## src/rtl/subvec_seq_pkg.sv

```systemverilog
package subvec_seq_pkg;

  typedef enum logic {
    S_IDLE = 1'b0,
    S_RUN  = 1'b1
  } seqState_t;

  // Strobes from control to the datapath
  typedef struct packed {
    logic load;    // capture configuration, zero counters
    logic step;    // advance by one sub-operation
    logic finish;  // this step is the last one
  } ctlStrobes_t;

endpackage

```

## src/rtl/subvec_seq_ctl.sv

```systemverilog
module subvec_seq_ctl
  import subvec_seq_pkg::*;
(
  input  logic        clk,
  input  logic        rstN,
  input  logic        start,
  input  logic        endLoop,
  output ctlStrobes_t ctl,
  output logic        busy,
  output logic        done
);

  seqState_t state;

  always_comb begin
    ctl.load   = (state == S_IDLE) && start;
    ctl.step   = (state == S_RUN);
    ctl.finish = (state == S_RUN) && endLoop;
  end

  always_ff @(posedge clk or negedge rstN) begin
    if (!rstN) begin
      state <= S_IDLE;
      done  <= 1'b0;
    end else begin
      done <= ctl.finish;
      case (state)
        S_IDLE:  if (ctl.load) state <= S_RUN;
        S_RUN:   if (ctl.finish) state <= S_IDLE;
        default: state <= S_IDLE;
      endcase
    end
  end

  assign busy = (state == S_RUN);

  // done never lasts two cycles
  p_done_pulse_r8: assert property (@(posedge clk) disable iff (!rstN)
    done |=> !done);

  // done only while idle
  p_done_idle_r8: assert property (@(posedge clk) disable iff (!rstN)
    done |-> !busy);

  // a start while running keeps the loop running unless it is finishing
  p_start_ignored_r9: assert property (@(posedge clk) disable iff (!rstN)
    (busy && start && !endLoop) |=> busy);

endmodule

```

## src/rtl/subvec_seq_dp.sv

```systemverilog
module subvec_seq_dp
  import subvec_seq_pkg::*;
#(
  parameter int XLEN      = 64,
  parameter int MAX_VL    = 32,
  parameter int MAX_SUBVL = 4,
  parameter int REG_W     = 7,
  localparam int VL_W     = $clog2(MAX_VL + 1),
  localparam int SUB_W    = $clog2(MAX_SUBVL + 1),
  localparam int ELEM_W   = $clog2(MAX_VL),
  localparam int SOFF_W   = (MAX_SUBVL > 1) ? $clog2(MAX_SUBVL) : 1,
  localparam int N_OPS    = 3
) (
  input  logic              clk,
  input  logic              rstN,
  input  ctlStrobes_t       ctl,
  input  logic              busyI,
  input  logic [VL_W-1:0]   vl,
  input  logic [SUB_W-1:0]  subvl,
  input  logic [XLEN-1:0]   predMask,
  input  logic [REG_W-1:0]  baseRd,
  input  logic [REG_W-1:0]  baseRs1,
  input  logic [REG_W-1:0]  baseRs2,
  input  logic              rdIsVec,
  input  logic              rs1IsVec,
  input  logic              rs2IsVec,
  output logic              endLoop,
  output logic              issueValid,
  output logic [REG_W-1:0]  issueRd,
  output logic [REG_W-1:0]  issueRs1,
  output logic [REG_W-1:0]  issueRs2,
  output logic [ELEM_W-1:0] elemOffs,
  output logic [SOFF_W-1:0] subOffs
);

  // Captured configuration
  logic [VL_W-1:0]  cfgVl;
  logic [SUB_W-1:0] cfgSub;
  logic [XLEN-1:0]  cfgMask;
  logic [REG_W-1:0] cfgBase [N_OPS];
  logic [N_OPS-1:0] cfgVec;

  // Loop state
  logic [ELEM_W-1:0] elem;
  logic [SOFF_W-1:0] sub;
  logic [VL_W-1:0]   idx     [N_OPS];
  logic [VL_W-1:0]   nextIdx [N_OPS];
  logic [REG_W-1:0]  regNum  [N_OPS];
  logic [N_OPS-1:0]  hitVl;

  logic lastSub, predBit, elemHit, scalarStop;

  assign lastSub    = (SUB_W'(sub) == (cfgSub - SUB_W'(1)));
  assign predBit    = cfgMask[elem];
  assign elemHit    = ((VL_W'(elem) + VL_W'(1)) == cfgVl);
  assign scalarStop = !cfgVec[0] && predBit;

  for (genvar op = 0; op < N_OPS; op++) begin : g_ops
    assign nextIdx[op] = idx[op] + VL_W'(cfgVec[op]);
    assign hitVl[op]   = cfgVec[op] && (nextIdx[op] == cfgVl);
    assign regNum[op]  = cfgBase[op] + REG_W'(idx[op]);
  end

  assign endLoop = lastSub && (scalarStop || elemHit || (|hitVl));

  always_ff @(posedge clk or negedge rstN) begin
    if (!rstN) begin
      cfgVl   <= '0;
      cfgSub  <= '0;
      cfgMask <= '0;
      cfgVec  <= '0;
      elem    <= '0;
      sub     <= '0;
      for (int op = 0; op < N_OPS; op++) begin
        cfgBase[op] <= '0;
        idx[op]     <= '0;
      end
    end else if (ctl.load) begin
      cfgVl      <= vl;
      cfgSub     <= subvl;
      cfgMask    <= predMask;
      cfgVec     <= {rs2IsVec, rs1IsVec, rdIsVec};
      cfgBase[0] <= baseRd;
      cfgBase[1] <= baseRs1;
      cfgBase[2] <= baseRs2;
      elem       <= '0;
      sub        <= '0;
      for (int op = 0; op < N_OPS; op++) idx[op] <= '0;
    end else if (ctl.finish) begin
      elem <= '0;
      sub  <= '0;
      for (int op = 0; op < N_OPS; op++) idx[op] <= '0;
    end else if (ctl.step) begin
      if (lastSub) begin
        sub  <= '0;
        elem <= elem + ELEM_W'(1);
        for (int op = 0; op < N_OPS; op++) idx[op] <= nextIdx[op];
      end else begin
        sub <= sub + SOFF_W'(1);
      end
    end
  end

  assign issueValid = busyI && predBit;
  assign issueRd    = regNum[0];
  assign issueRs1   = regNum[1];
  assign issueRs2   = regNum[2];
  assign elemOffs   = elem;
  assign subOffs    = sub;

  // sub-element offset stays below SUBVL while running
  p_sub_range_r3: assert property (@(posedge clk) disable iff (!rstN)
    busyI |-> (SUB_W'(sub) < cfgSub));

  // within an element the sub offset counts up by one
  p_sub_step_r3: assert property (@(posedge clk) disable iff (!rstN)
    (busyI && $past(busyI) && sub != '0) |-> (sub == $past(sub) + SOFF_W'(1)));

  // element offset holds inside an element
  p_elem_hold_r3: assert property (@(posedge clk) disable iff (!rstN)
    (busyI && $past(busyI) && sub != '0) |-> $stable(elem));

  // nothing issues while idle
  p_issue_busy_r4: assert property (@(posedge clk) disable iff (!rstN)
    issueValid |-> busyI);

  // configuration frozen while running
  p_cfg_stable_r9: assert property (@(posedge clk) disable iff (!rstN)
    busyI |=> ($stable(cfgVl) && $stable(cfgMask) && $stable(cfgSub)));

endmodule

```

## src/rtl/subvec_loop_seq.sv

```systemverilog
module subvec_loop_seq
  import subvec_seq_pkg::*;
#(
  parameter int XLEN      = 64,
  parameter int MAX_VL    = 32,
  parameter int MAX_SUBVL = 4,
  parameter int REG_W     = 7,
  localparam int VL_W     = $clog2(MAX_VL + 1),
  localparam int SUB_W    = $clog2(MAX_SUBVL + 1),
  localparam int ELEM_W   = $clog2(MAX_VL),
  localparam int SOFF_W   = (MAX_SUBVL > 1) ? $clog2(MAX_SUBVL) : 1
) (
  input  logic              clk,
  input  logic              rstN,
  input  logic              start,
  input  logic [VL_W-1:0]   vl,
  input  logic [SUB_W-1:0]  subvl,
  input  logic [XLEN-1:0]   predMask,
  input  logic [REG_W-1:0]  baseRd,
  input  logic [REG_W-1:0]  baseRs1,
  input  logic [REG_W-1:0]  baseRs2,
  input  logic              rdIsVec,
  input  logic              rs1IsVec,
  input  logic              rs2IsVec,
  output logic              issueValid,
  output logic [REG_W-1:0]  issueRd,
  output logic [REG_W-1:0]  issueRs1,
  output logic [REG_W-1:0]  issueRs2,
  output logic [ELEM_W-1:0] elemOffs,
  output logic [SOFF_W-1:0] subOffs,
  output logic              busy,
  output logic              done
);

  ctlStrobes_t ctl;
  logic        endLoop;

  subvec_seq_ctl u_ctl (
    .clk     (clk),
    .rstN    (rstN),
    .start   (start),
    .endLoop (endLoop),
    .ctl     (ctl),
    .busy    (busy),
    .done    (done)
  );

  subvec_seq_dp #(
    .XLEN      (XLEN),
    .MAX_VL    (MAX_VL),
    .MAX_SUBVL (MAX_SUBVL),
    .REG_W     (REG_W)
  ) u_dp (
    .clk        (clk),
    .rstN       (rstN),
    .ctl        (ctl),
    .busyI      (busy),
    .vl         (vl),
    .subvl      (subvl),
    .predMask   (predMask),
    .baseRd     (baseRd),
    .baseRs1    (baseRs1),
    .baseRs2    (baseRs2),
    .rdIsVec    (rdIsVec),
    .rs1IsVec   (rs1IsVec),
    .rs2IsVec   (rs2IsVec),
    .endLoop    (endLoop),
    .issueValid (issueValid),
    .issueRd    (issueRd),
    .issueRs1   (issueRs1),
    .issueRs2   (issueRs2),
    .elemOffs   (elemOffs),
    .subOffs    (subOffs)
  );

  // offsets read zero when the done pulse is up
  p_offs_zero_r8: assert property (@(posedge clk) disable iff (!rstN)
    done |-> (elemOffs == '0 && subOffs == '0));

endmodule

```

## config.mk

```make
export PLATFORM = sky130hd
export DESIGN_NAME = subvec_loop_seq
export DESIGN_NICKNAME = d
export VERILOG_FILES = /design/src/rtl/subvec_seq_pkg.sv /design/src/rtl/subvec_seq_ctl.sv /design/src/rtl/subvec_seq_dp.sv /design/src/rtl/subvec_loop_seq.sv
export SDC_FILE = /design/constraint.sdc
export NUM_CORES = 1
export LEC_CHECK = 0
export BUFFER_PORTS_ARGS = -buffer_cell sky130_fd_sc_hd__buf_2
export CAP_MARGIN = 20
export CORE_UTILIZATION = 30
export DETAILED_ROUTE_END_ITERATION = 6
export GPL_TIMING_DRIVEN = 0
export PLACE_DENSITY = 0.5
export SLEW_MARGIN = 0
export SYNTH_ARGS = -nofsm -noshare
export SYNTH_HDL_FRONTEND = slang
export SYNTH_SLANG_ARGS = --single-unit
```

## constraint.sdc

```tcl
create_clock -name clk -period 2.6 [get_ports clk]
set_input_delay 0.13 -clock clk [delete_from_list [all_inputs] [get_ports clk]]
set_output_delay 0.13 -clock clk [all_outputs]
set_load 0.01 [all_outputs]
```

# Word level (Yosys, flattened, before mapping)
# Index checks and enable logic that the tools add are counted.
# Widths: inputs -> output; s select.
[word_totals]
register_bits = 92
inputBits = 100
output_inout_bits = 31
wordCells = 63
[op_classes]
addsub = 10
n_lt_le_gt_ge = 1
n_eq_ne = 5
mux = 17
n_bitwise = 1
reduce_logical = 15
[ops]
columns = ["operator", "count"]
rows = [
  ["$mux 18", 4],
  ["$eq 6x6->1", 4],
  ["$add 7x6->7", 3],
  ["$mux 5", 4],
  ["$add 6x1->6", 3],
  ["$logic_and 1x1->1", 8],
  ["$mux 2", 4],
  ["$lt 5x7->1 const B", 1],
  ["$add 5x1->6 const B", 1],
  ["$reduce_bool 3->1", 2],
  ["$add 5x1->5 const B", 1],
  ["$bmux 1 s5", 1],
  ["$eq 2x3->1", 1],
  ["$mux 1", 3],
  ["$reduce_or 3->1", 1],
  ["$sub 3x1->3 const B", 1],
  ["$add 2x1->2 const B", 1],
  ["$logic_or 1x1->1", 2],
  ["$pmux 1 s2", 1],
  ["$reduce_and 2->1", 1],
  ["$logic_not 1->1", 1],
  ["$not 1->1", 1],
]

# Logic depth before layout (Yosys ltp)
[depth]
depth_word = 9
ltp_mapped = 10
mapped_depth_nobuf = 9

# Hierarchy
# From an unflattened synthesis, not the netlist that was laid out.
[hier_totals]
hier_cells = 475
hier_area_um2 = 5238.8
[by_module_without_submodules]
columns = ["module", "n_inst", "cells_per_inst", "area_per_inst_um2", "seq_area_each_um2"]
rows = [
  ["subvec_seq_dp", 1, 468, 5154.9, 2252.2],
  ["subvec_seq_ctl", 1, 7, 83.8, 50.0],
]

# Worst setup path after synthesis
# Ideal clock, no wire load.
[synth_timing]
path_kind = "register -> register"
startpoint = "register u_dp.cfgVec[0]"
endpoint = "register u_dp.idx[16] in the netlist's numbering"
setup_time_ns = 0.074
arrival_ns = 2.085
t_required_ns = 2.526
setup_slack_ns = 0.441
path_stages_with_launch = 9
period_less_slack_ns = 2.159
cell_sequence = "dfrtp_1 > ha_1 > nand2_1 > or3_1 > and3b_2 > o211ai_2 > nand2_4 > or3_4 > o21ai_2"
[synth_between]
elab_chain_cells = 9
[synth_lines]
columns = ["item", "line_no", "source"]
rows = [
  ["start: declaration", "subvec_seq_dp.sv:41", "logic [N_OPS-1:0] cfgVec;"],
  ["start signal: assignment", "subvec_seq_dp.sv:82", "cfgVec <= {rs2IsVec, rs1IsVec, rdIsVec};"],
  ["$add 6x1->6", "subvec_seq_dp.sv:59", "assign nextIdx[op] = idx[op] + VL_W'(cfgVec[op]);"],
  ["$eq 6x6->1", "subvec_seq_dp.sv:60", "assign hitVl[op] = cfgVec[op] && (nextIdx[op] == cfgVl);"],
  ["$logic_and 1x1->1", "subvec_seq_dp.sv:60", ""],
  ["$reduce_or 3->1", "subvec_seq_dp.sv:64", "assign endLoop = lastSub && (scalarStop || elemHit || (|hitVl));"],
  ["$logic_or 1x1->1", "subvec_seq_dp.sv:64", ""],
  ["$logic_and 1x1->1", "subvec_seq_dp.sv:64", ""],
  ["$logic_and 1x1->1", "subvec_seq_ctl.sv:18", "ctl.finish = (state == S_RUN) && endLoop;"],
  ["$reduce_bool 3->1 (no source line) / $mux 18 (equally long branches)", "-", ""],
  ["$reduce_and 2->1 (no source line) / $mux 18 (equally long branches)", "-", ""],
  ["end signal: indexed assignment", "subvec_seq_dp.sv:76", "idx[op] <= '0;"],
  ["end: declaration", "subvec_seq_dp.sv:46", "logic [VL_W-1:0] idx [N_OPS];"],
]
# Parallel ways exist; a longest one is shown, timed or not. The select of a mux whose other input is x is not followed.
# A chain may end at the register's enable or synchronous reset.

# Worst setup path in the final report
[layout_timing]
startpoint = "register u_dp.idx[0] in the netlist's numbering"
endpoint = "output port issueRs2[6]"
[layout_between]
elab_chain_cells = 1
[layout_lines]
columns = ["item", "line_no", "source"]
rows = [
  ["$add 7x6->7", "subvec_seq_dp.sv:61", "assign regNum[op] = cfgBase[op] + REG_W'(idx[op]);"],
  ["end: declaration", "subvec_loop_seq.sv:28", "output logic [REG_W-1:0] issueRs2,"],
]
# No other way between the ends.

==> impl_results.md <==
* # Max-Cap Violations at 0
* M2 GR Usage at 27.7%
* CP Max Fanout at 3
* Mapped cell area at 5360 µm²
* Non-filler cells, final at 989
* GR Util met3 at 3.25%
* R2R Path Start: u_dp.elemOffs[1]$_DFFE_PN0P_
* # placed instances at 906
* Sink Count at 92
* Critical-path cell list: ha_1 -> inv_1 -> fa_1 -> inv_1 -> a21oi_1 -> o21bai_1 -> a21o_1 -> a21oi_1 -> xnor2_1 -> buf_2
* Hold Vio Cnt, Final at 0
* Hold depth at 3
* CTS root buf: clkbuf_16
* RSZ-0062 raised after global routing: no
* Number of fill cells at 1724
* Row Count at 48
* Worst R2R End: u_dp.elemOffs[4]$_DFFE_PN0P_
* CP max-delay cell: dfrtp_1
* Syn Nets at 711
* Status: finished, final reports clean
* Worst R2R Setup Slack at 0.19 ns
* GPL Wtd Cong at 0.814
* FMAX at 404 MHz
* Syn Area/Cell at a little over 9 µm²
* Worst clock skew at 0.00745 ns
* Synth Instances at around 580
* Required time of the critical path at 2.47 ns
* Crit path buf inv count at 3
* Synth cell count leaders: nand2_1, dfrtp_1, xnor2_1
* CTS Buffer Depth at 2
* Register area share after synthesis at 43.0%
* Met1 Resource Use GR at 21.6%
* Top cell type's share of synthesized area at 43.0%
* CTS tree: yes
* Number of distinct library cells after synthesis at 57
* Die Y at 136 µm
* Total power at 7.96 mW
* Placed Area at 6160 µm²
* Clk slew on worst S/H paths at 0.07 ns
* Starting Density at 30.9%
* Worst skew pair latency at 0.35 ns
* Relative slew slack at between 50 and 60%
* Antenna Diode Count at 0
* Gr busiest metal: met2
* Die area at 18400 µm²
* Ys async rst share at 100%
* Ys flop type: dfrtp_1
* Util after Layout at 41.3%
* GRT Residual Overflow at 0
* First-pass DRT Iterations at 4
* WHS Endpoint: u_dp.cfgSub[2]$_DFFE_PN0P_
* Area contributors post-synth: dfrtp_1, nand2_1, ha_1, xnor2_1, xor2_1
* Worst hold path type: in -> reg
* H-tree depth at 3
* Antenna-violating nets left at 0
* Worst Hold Launch: subvl[2]
* Reg2reg path depth at 9
* CTS buffer count at 9
* Area leader, netlist: dfrtp_1
* Crit path kind: reg -> out
* Slowest Stage Delay on Critical Path at slightly above 0.4 ns
* Largest net degree at the start of global routing at 70
* Tcrit/Tclk final at 95.1%
* Post-DR wirelength/cell at 14.3 µm
* Worst slew pin tran at 0.676 ns
* Yosys reg bits at 92
* HPWL after DPL at 10200 µm
* Core region area at 17400 µm²
* Family with the most delay on the worst path: compound AO/OA/AOI/OAI gates
* Total track usage at roughly 17%
* 1st-iter DRT viols at around 120
* Vias after detailed routing at 4512
* LEAKAGE at approximately 3.6 nW
* Slew Viols, Final at 0
* CP Capture Type: output pin
* CP Launch Type: flop
* Final setup TNS at 0 ns
* EDFF count, synth at 0
* Register area at around 2300 µm²
* Ys Warns at 0
* Post-route DRC at 0
* Crit path DAT at approximately 2.3 ns
* Initial antenna violation count at 0
* Peak supply drop at ~0.45 mV
* Count leader, synth: nand2_1
* Chip Width at 136 µm
* First-pass GRT wire length at around 23000 µm
* Vias in the first global route at 4536
* Port Buffer Count at 98
* Post-Route WL at 14100 µm
* Final setup fails at 0
* Post-route minimum period at 2.47 ns
* Share of cells above drive strength 1 at 20.8%
* CP Depth at 10
* Vias/cell at approximately 4.6
* Area taken by multi-input logic gates at 2860 µm²
* Final Cell Area at 7170 µm²
* Synth-to-Final Area Change at 33.8%
* Num ports at between 100 and 150
* Pwr per Cell Area at 1110 nW/µm²
* Fin nets at between 800 and 900
## through the flow
stage          worst slack (ns)  hold WS [ns]
2_1_floorplan             0.441        -0.166
3_3_place_gp            -0.0562         0.321
3_5_place_dp            -0.0413        0.0646
4_1_cts                  0.0755      0.000244
5_1_grt                0.000534        0.0256
6_report                  0.126        0.0157
## worst max-delay path by stage
stage	slack, ns	start	endpoint
global placement	-0.06	u_dp.cfgSub[0]$_DFFE_PN0P_	u_dp.idx[0]$_DFFE_PN0P_
finish	0.13	u_dp.idx[0]$_DFFE_PN0P_	issueRs2[6]
global route	0.0005	u_dp.idx[6]$_DFFE_PN0P_	u_dp.idx[16]$_DFFE_PN0P_
floorplan	0.44	u_dp.cfgVec[0]$_DFFE_PN0P_	u_dp.idx[16]$_DFFE_PN0P_
CTS	0.08	u_dp.idx[0]$_DFFE_PN0P_	issueRs2[6]
detailed placement	-0.04	u_dp.cfgSub[0]$_DFFE_PN0P_	u_dp.idx[17]$_DFFE_PN0P_
## cell usage in the layout (no fill, tap or decap), drive strengths merged, types with 6 or more instances in the layout
cell type,Yosys,final
dfrtp,92,92
ha,26,26
clkbuf,20,30
nand2,203,203
xnor2,33,33
buf,7,108
mux2i,8,8
or3,6,6
a21o,8,8
dlygate4sd3,0,65
inv,21,23
o21ai,16,16
nor2,10,10
o21bai,6,6
nor2b,6,6
nand3,16,16
a22o,14,14
o41ai,6,6
a21oi,16,16
xor2,14,14
## area by class of cell
cell class	instances	share of cell area [%]
clock inverters	6	1.33
well taps	225	3.93
plain buffers	27	1.80
repair buffers	166	16.5
inverters	21	1.10
clock buffers	10	3.33
flip-flops and latches	92	32.1
multi-input cells	442	39.9
## layer usage
layer  vias to the layer above  wire, µm
li1                       2292         -
met1                      2111      6800
met2                        98      6670
met3                        11       508
met4                         0       138
met5                         -         0
## sequential cells by signal, summed over array words and instances (netlist names)
signal,cells
u_dp.cfgSub,3
u_dp.cfgMask,32
u_dp.subOffs,2
u_dp.idx,18
u_dp.cfgBase,21
u_ctl.busy,1
u_ctl.done,1
u_dp.cfgVec,3
u_dp.elemOffs,5
u_dp.cfgVl,6
## where the power goes
group          leakage (nW)  total (mW)  internal (mW)  switching (mW)
clock                 0.164        1.47          0.880           0.594
combinational          2.24        3.98           1.81            2.17
sequential             1.17        2.51           2.03           0.480
## cell families after synthesis
kind of cell	share of synthesized area [%]
mux	2.76
xor+xnor	8.95
simple gates	21.7
buf+inv	3.85
flops	43.0
fa+ha+maj	7.19
compound gates	12.6
## repair_timing
action	in CTS	in global routing
pin swaps	0	1
buffers inserted	0	2
setup endpoints to repair	10	12
resized for setup	1	3
hold buffers	65	0
hold endpoints to repair	87	0
## worst register-to-register path, cell delays in order, from the launching register on
cell	delay [ns]
dfrtp_1	0.51
buf_6	0.23
mux2_4	0.19
o2bb2ai_2	0.06
nor4_1	0.35
a31oi_2	0.11
a21oi_4	0.35
nor3_4	0.10
buf_4	0.17
a31o_2	0.24
Power figures use the tool's default switching activity.
